## config.mk

```make
export PLATFORM = sky130hd
export DESIGN_NAME = td_status_updater
export DESIGN_NICKNAME = d
export VERILOG_FILES = /design/src/rtl/td_upd_pkg.sv /design/src/rtl/td_upd_data.sv /design/src/rtl/td_upd_ctrl.sv /design/src/rtl/td_status_updater.sv
export SDC_FILE = /design/constraint.sdc
export NUM_CORES = 1
export LEC_CHECK = 0
export ABC_AREA = 1
export ABC_CLOCK_PERIOD_IN_PS = 3400
export BUFFER_PORTS_ARGS = -buffer_cell sky130_fd_sc_hd__buf_2
export CAP_MARGIN = 10
export CORE_ASPECT_RATIO = 1.1
export CORE_MARGIN = 1.5
export CORE_UTILIZATION = 47
export DETAILED_ROUTE_END_ITERATION = 7
export GPL_TIMING_DRIVEN = 0
export PLACE_DENSITY = 0.77
export SLEW_MARGIN = 10
export SYNTH_ARGS = -nofsm -noshare
export SYNTH_HDL_FRONTEND = slang
export SYNTH_HIERARCHICAL = 1
export SYNTH_SLANG_ARGS = --single-unit
```

## constraint.sdc

```tcl
create_clock -name clk -period 3.4 [get_ports clk]
set_input_delay 0.34 -clock clk [delete_from_list [all_inputs] [get_ports clk]]
set_output_delay 0.34 -clock clk [all_outputs]
set_load 0.05 [all_outputs]
```

## src/rtl/td_upd_pkg.sv

```systemverilog
package td_upd_pkg;
  localparam int LEN_W = 11;

  localparam logic [7:0] PID_SETUP = 8'h2D;
  localparam logic [7:0] PID_IN    = 8'h69;
  localparam logic [7:0] PID_OUT   = 8'hE1;

  localparam int B_SPD    = 29;
  localparam int B_ERRHI  = 28;
  localparam int B_ERRLO  = 27;
  localparam int B_ISO    = 25;
  localparam int B_IOC    = 24;
  localparam int B_ACTIVE = 23;
  localparam int B_STALL  = 22;
  localparam int B_BABBLE = 20;
  localparam int B_NAK    = 19;
  localparam int B_TMO    = 18;

  typedef enum logic [2:0] {
    RES_DATA    = 3'd0,
    RES_NAK     = 3'd1,
    RES_STALL   = 3'd2,
    RES_TIMEOUT = 3'd3,
    RES_NODEV   = 3'd4,
    RES_BABBLE  = 3'd5,
    RES_PENDING = 3'd6
  } txResult_t;

  typedef enum logic [1:0] {
    NXT_ADVANCE = 2'd0,
    NXT_SKIP    = 2'd1,
    NXT_WAIT    = 2'd2,
    NXT_ABORT   = 2'd3
  } nextStep_t;

  typedef struct packed {
    logic setTimeout;
    logic setNak;
    logic setStall;
    logic setBabble;
    logic clrActive;
    logic clrNak;
    logic loadLen;
    logic decErr;
  } tdStrobe_t;
endpackage

```

## src/rtl/td_upd_data.sv

```systemverilog
module td_upd_data
  import td_upd_pkg::*;
#(
  parameter int CNT_W = 12
) (
  input  logic [31:0]      ctrlIn,
  input  logic [31:0]      tokenIn,
  input  logic [CNT_W-1:0] byteCount,
  input  tdStrobe_t        strobe,
  output logic [7:0]       pid,
  output logic [6:0]       addr,
  output logic [3:0]       endp,
  output logic [LEN_W-1:0] maxLength,
  output logic             inOverflow,
  output logic             inShort,
  output logic [31:0]      ctrlNext
);
  localparam logic [LEN_W-1:0] ONE = LEN_W'(1);

  logic [LEN_W-1:0] xferLen;
  logic [CNT_W-1:0] maxWide;

  always_comb begin
    pid       = tokenIn[7:0];
    addr      = tokenIn[14:8];
    endp      = tokenIn[18:15];
    maxLength = tokenIn[31:21] + ONE;
    maxWide   = CNT_W'(maxLength);
    inOverflow = byteCount > maxWide;
    inShort    = byteCount < maxWide;
    xferLen    = (pid == PID_IN) ? byteCount[LEN_W-1:0] : maxLength;
  end

  always_comb begin
    ctrlNext = ctrlIn;
    if (strobe.loadLen)    ctrlNext[LEN_W-1:0] = xferLen - ONE;
    if (strobe.setTimeout) ctrlNext[B_TMO] = 1'b1;
    if (strobe.setNak)     ctrlNext[B_NAK] = 1'b1;
    if (strobe.setStall)   ctrlNext[B_STALL] = 1'b1;
    if (strobe.setBabble)  ctrlNext[B_BABBLE] = 1'b1;
    if (strobe.decErr)     ctrlNext[B_ERRHI:B_ERRLO] = ctrlIn[B_ERRHI:B_ERRLO] - 2'd1;
    if (strobe.clrActive)  ctrlNext[B_ACTIVE] = 1'b0;
    if (strobe.clrNak)     ctrlNext[B_NAK] = 1'b0;
  end
endmodule

```

## src/rtl/td_upd_ctrl.sv

```systemverilog
module td_upd_ctrl
  import td_upd_pkg::*;
(
  input  logic [31:0] ctrlIn,
  input  logic [7:0]  pid,
  input  logic [2:0]  result,
  input  logic        inOverflow,
  input  logic        inShort,
  output tdStrobe_t   strobe,
  output nextStep_t   step,
  output logic [1:0]  causeNext,
  output logic        usbErrNext,
  output logic        procErrNext
);
  txResult_t res;
  logic      isIn;
  logic      isSetup;
  logic      pidOk;
  logic      babble;
  logic      doTimeout;
  logic [1:0] errCnt;

  always_comb begin
    res     = txResult_t'(result);
    isIn    = pid == PID_IN;
    isSetup = pid == PID_SETUP;
    pidOk   = isIn || isSetup || (pid == PID_OUT);
    errCnt  = ctrlIn[B_ERRHI:B_ERRLO];
    babble  = (res == RES_BABBLE) || ((res == RES_DATA) && isIn && inOverflow);

    strobe      = '0;
    step        = NXT_SKIP;
    causeNext   = {1'b0, ctrlIn[B_IOC]};
    usbErrNext  = 1'b0;
    procErrNext = 1'b0;
    doTimeout   = 1'b0;

    if (!ctrlIn[B_ACTIVE]) begin
      step = NXT_SKIP;
    end else if (!pidOk) begin
      procErrNext = 1'b1;
      step        = NXT_ABORT;
    end else if (res == RES_PENDING) begin
      step = NXT_WAIT;
    end else begin
      if (ctrlIn[B_ISO]) strobe.clrActive = 1'b1;
      if (babble) begin
        strobe.setBabble = 1'b1;
        strobe.setStall  = 1'b1;
        strobe.clrActive = 1'b1;
        step             = NXT_ABORT;
      end else begin
        unique case (res)
          RES_DATA: begin
            strobe.loadLen   = 1'b1;
            strobe.clrActive = 1'b1;
            strobe.clrNak    = 1'b1;
            if (isIn && ctrlIn[B_SPD] && inShort) begin
              causeNext[1] = 1'b1;
              step         = NXT_SKIP;
            end else begin
              step = NXT_ADVANCE;
            end
          end
          RES_STALL: begin
            strobe.setStall  = 1'b1;
            strobe.clrActive = 1'b1;
          end
          RES_NAK: begin
            strobe.setNak = 1'b1;
            doTimeout     = isSetup;
          end
          default: doTimeout = 1'b1;
        endcase
        if (doTimeout) begin
          strobe.setTimeout = 1'b1;
          strobe.decErr     = errCnt != 2'd0;
          if (errCnt == 2'd1) begin
            strobe.clrActive = 1'b1;
            usbErrNext       = 1'b1;
          end
        end
      end
    end
  end
endmodule

```

## src/rtl/td_status_updater.sv

```systemverilog
module td_status_updater
  import td_upd_pkg::*;
#(
  parameter int CNT_W = 12
) (
  input  logic             clk,
  input  logic             rstN,
  input  logic             inValid,
  input  logic [31:0]      ctrlIn,
  input  logic [31:0]      tokenIn,
  input  logic [2:0]       result,
  input  logic [CNT_W-1:0] byteCount,
  output logic             outValid,
  output logic [31:0]      ctrlOut,
  output logic [1:0]       retCode,
  output logic [1:0]       cause,
  output logic             changed,
  output logic             usbErr,
  output logic             procErr,
  output logic [7:0]       pidOut,
  output logic [6:0]       devAddr,
  output logic [3:0]       endpoint,
  output logic [LEN_W-1:0] maxLen
);
  tdStrobe_t        strobe;
  nextStep_t        step;
  logic [1:0]       causeNext;
  logic             usbErrNext;
  logic             procErrNext;
  logic [7:0]       pid;
  logic [6:0]       addr;
  logic [3:0]       endp;
  logic [LEN_W-1:0] maxLength;
  logic             inOverflow;
  logic             inShort;
  logic [31:0]      ctrlNext;

  td_upd_data #(.CNT_W(CNT_W)) u_data (
    .ctrlIn(ctrlIn), .tokenIn(tokenIn), .byteCount(byteCount), .strobe(strobe),
    .pid(pid), .addr(addr), .endp(endp), .maxLength(maxLength),
    .inOverflow(inOverflow), .inShort(inShort), .ctrlNext(ctrlNext)
  );

  td_upd_ctrl u_ctrl (
    .ctrlIn(ctrlIn), .pid(pid), .result(result),
    .inOverflow(inOverflow), .inShort(inShort),
    .strobe(strobe), .step(step), .causeNext(causeNext),
    .usbErrNext(usbErrNext), .procErrNext(procErrNext)
  );

  always_ff @(posedge clk) begin
    if (!rstN) begin
      outValid <= 1'b0;
      ctrlOut  <= '0;
      retCode  <= '0;
      cause    <= '0;
      changed  <= 1'b0;
      usbErr   <= 1'b0;
      procErr  <= 1'b0;
      pidOut   <= '0;
      devAddr  <= '0;
      endpoint <= '0;
      maxLen   <= '0;
    end else begin
      outValid <= inValid;
      if (inValid) begin
        ctrlOut  <= ctrlNext;
        retCode  <= step;
        cause    <= causeNext;
        changed  <= ctrlNext != ctrlIn;
        usbErr   <= usbErrNext;
        procErr  <= procErrNext;
        pidOut   <= pid;
        devAddr  <= addr;
        endpoint <= endp;
        maxLen   <= maxLength;
      end
    end
  end
endmodule

```

==> out/metrics.cfg <==
[run_status]
status=complete, no violations

[floorplanning]
io_pins=152
die_w_um=100.5
start_util_pct=48.96
die_h_um=110.2
core_area_um2=10030
rows=38
die_area_um2=11070

[power_and_ir_drop]
leakagePower_uw=0.003398
irDropWorstVdd_uv=237.6
power_density_nw_per_um2=371.0
power_uw=2275

[clocking]
cts.sinks=70
cts_htree_levels=3
clkTransAtPathRegs_ns=0.08
numCtsBuffers=9
clkLatencyLatePin_ns=0.34
tritoncts=done
cts.path.max_buffers=2
clock-root-buffer=clkbuf_8

[timing]
worst_pin_slew_ns=0.5103
fmax_ghz=0.3106
min_period_ns=3.220
report.final.slew_viol_count=0
setup_viol=0
finalCritPeriodShare_pct=94.70
skew_ns=0
fin_tns_setup_ns=0
hold_viol=0
maxSlewHeadroom_pct=65.62

[drt]
drc_errors=0
drt-total-wl_mm=12.99
dr.first_iter.drc_count=175
dr.pass1.iters=4
ant_nets=0
viasPerCell=4.692
post_drt_wl_per_cell_um=11.82
num_vias=5156

[worst_setup_path]
start_kind=primary input
cp.arrival_ns=3.46
path_class=in -> reg
critPathSlowestCell=ha_4
cpPeakStageDelay_ns=0.25
cp-end-kind=flop
worstPathMaxFanout=4
path_common_cell=nor2_1
required_ns=3.64

[placed_design]
placed_cells=1075
port_buffers=136
place_hpwl_mm=10.24
gp_congestion=0.8724
place_area_um2=5768

[logic_synthesis]
ys_seq_elements=70
yosysSeqAreaShare_pct=28.53
synth_area_leaders=dfxtp_1 (29%), nand2_1 (14%), nor2_1 (12%)
synth_largest_area_cell=dfxtp_1
syn_area_um2=4912
syn-instance-count=799
avgSynthCellArea_um2=6.148
synth_cell_types=37
yosysWarnings=6
syn_nets=890
synthDominantCellAreaShare_pct=28.53

[final_layout]
syn2layout_area_growth_pct=24.81
fillers=1002
fin_cells=1099
final_layout_size_suffix_gt1_share_pct=29.41
final_common_cell=nand2_1
n_antenna_cell=0
nets=1045
final_cell_mix=nand2_1 (176), nor2_1 (156), buf_2 (138)
design_area_um2=6131

[global_route]
grt_pass1_wl_mm=20.57
grt_antenna_before_repair=0
grt_pass1_vias=4649
grtUsageTotal_pct=23.49
grt_max_degree=13
grt-ovfl-total=0

[min_path]
hold_path.class=in -> reg

[flow_run]
maxCapViolations=0

registers in the layout (all words and copies together), names as in the netlist:
name      cells
ctrlOut      32
maxLen       11
pidOut        8
devAddr       7
endpoint      4
cause         2
retCode       2
changed       1
outValid      1
procErr       1
usbErr        1
cell usage after synthesis (all sizes together):
library cell / instances
or2: 7
nand3b: 4
clkbuf: 14
nand4: 5
buf: 45
o21ai: 77
inv: 105
nor3: 3
a31oi: 3
and3: 1
ha: 9
xor2: 2
a21oi: 25
nand3: 35
nand2: 203
dfxtp: 70
nor2: 175
o21bai: 3
clkinv: 1
xnor2: 11
o211a: 1
kinds of logic (layout without fill, tap and decap cells):
family                     after synthesis  in the layout  synth area share, %
DFF                                     70             70                28.53
buffers and inverters                  165            325                16.10
AOI/OAI and AO/OA                      109            109                11.67
adders and majority gates                9              9                2.292
xor gates and xnor gates                13             13                2.318
and+or+nand+nor                        433            433                39.10
per-stage QoR:
step	hold slack, ns	utilization (%)	setup WS (ns)
final	0.2098	61.11	0.1801
after global routing	0.2017	61.11	-0.01301
after CTS	0.2034	60.01	0.002130
after detailed placement	0.4828	57.50	-0.7380
after global placement	0.4719	57.50	-0.7011
after floorplan	0.5572	-	0.07731
power by group:
group          internal (uW)  switching, uW  total (uW)
logic                    215            475         690
clock network            359            325         684
registers                877           24.4         901
total                   1450            824        2270
metal layers:
| metal | part of all wire [%] | wire [um] | vias to the layer above | track usage, % |
|---|---|---|---|---|
| li1 | - | - | 2741 | - |
| met1 | 47 | 6093 | 2272 | 29.57 |
| met2 | 46 | 6031 | 135 | 40.72 |
| met3 | 5.8 | 749 | 8 | 5.738 |
| met4 | 0.89 | 115 | 0 | 5.332 |
| met5 | 0 | 0 | - | 0 |
critical path: cells and delay by family:
| family | cells | cell delay, ns |
|---|---|---|
| adder cells (fa/ha/maj) | 2 | 0.41 |
| XOR/XNOR | 1 | 0.14 |
| AND/OR/NAND/NOR | 24 | 2.21 |
| buffers and inverters | 5 | 0.34 |
final timing paths:
check                            from                       end  cells past startpoint  slack, ns
max                       tokenIn[22]      changed$_SDFFE_PN0P_                     32       0.18
min                       tokenIn[12]   devAddr[4]$_SDFFE_PN0P_                      3       0.21
max reg2reg  ctrlOut[31]$_SDFFE_PN0P_  ctrlOut[31]$_SDFFE_PN0P_                      2       2.73
min reg2reg    maxLen[3]$_SDFFE_PN0P_    maxLen[3]$_SDFFE_PN0P_                      2       0.50
area by class of cell:
type	instances	area, um^2	area share, %
multi-input cells	564	2806	45.78
flip-flops and latches	70	1401	22.86
repair buffers	144	745.7	12.16
plain buffers	59	404.1	6.592
inverters	106	397.9	6.490
well taps	140	175.2	2.857
clock buffers	11	141.4	2.306
clock inverters	5	58.81	0.9592
repair_timing:
action,CTS,global route
endpoints found under the setup margin,1,1
gates cloned,0,0
setup buffers,1,7
pin swaps,6,20
hold buffers,0,0
gates resized for setup,12,16
Power figures use the tool's default switching activity.
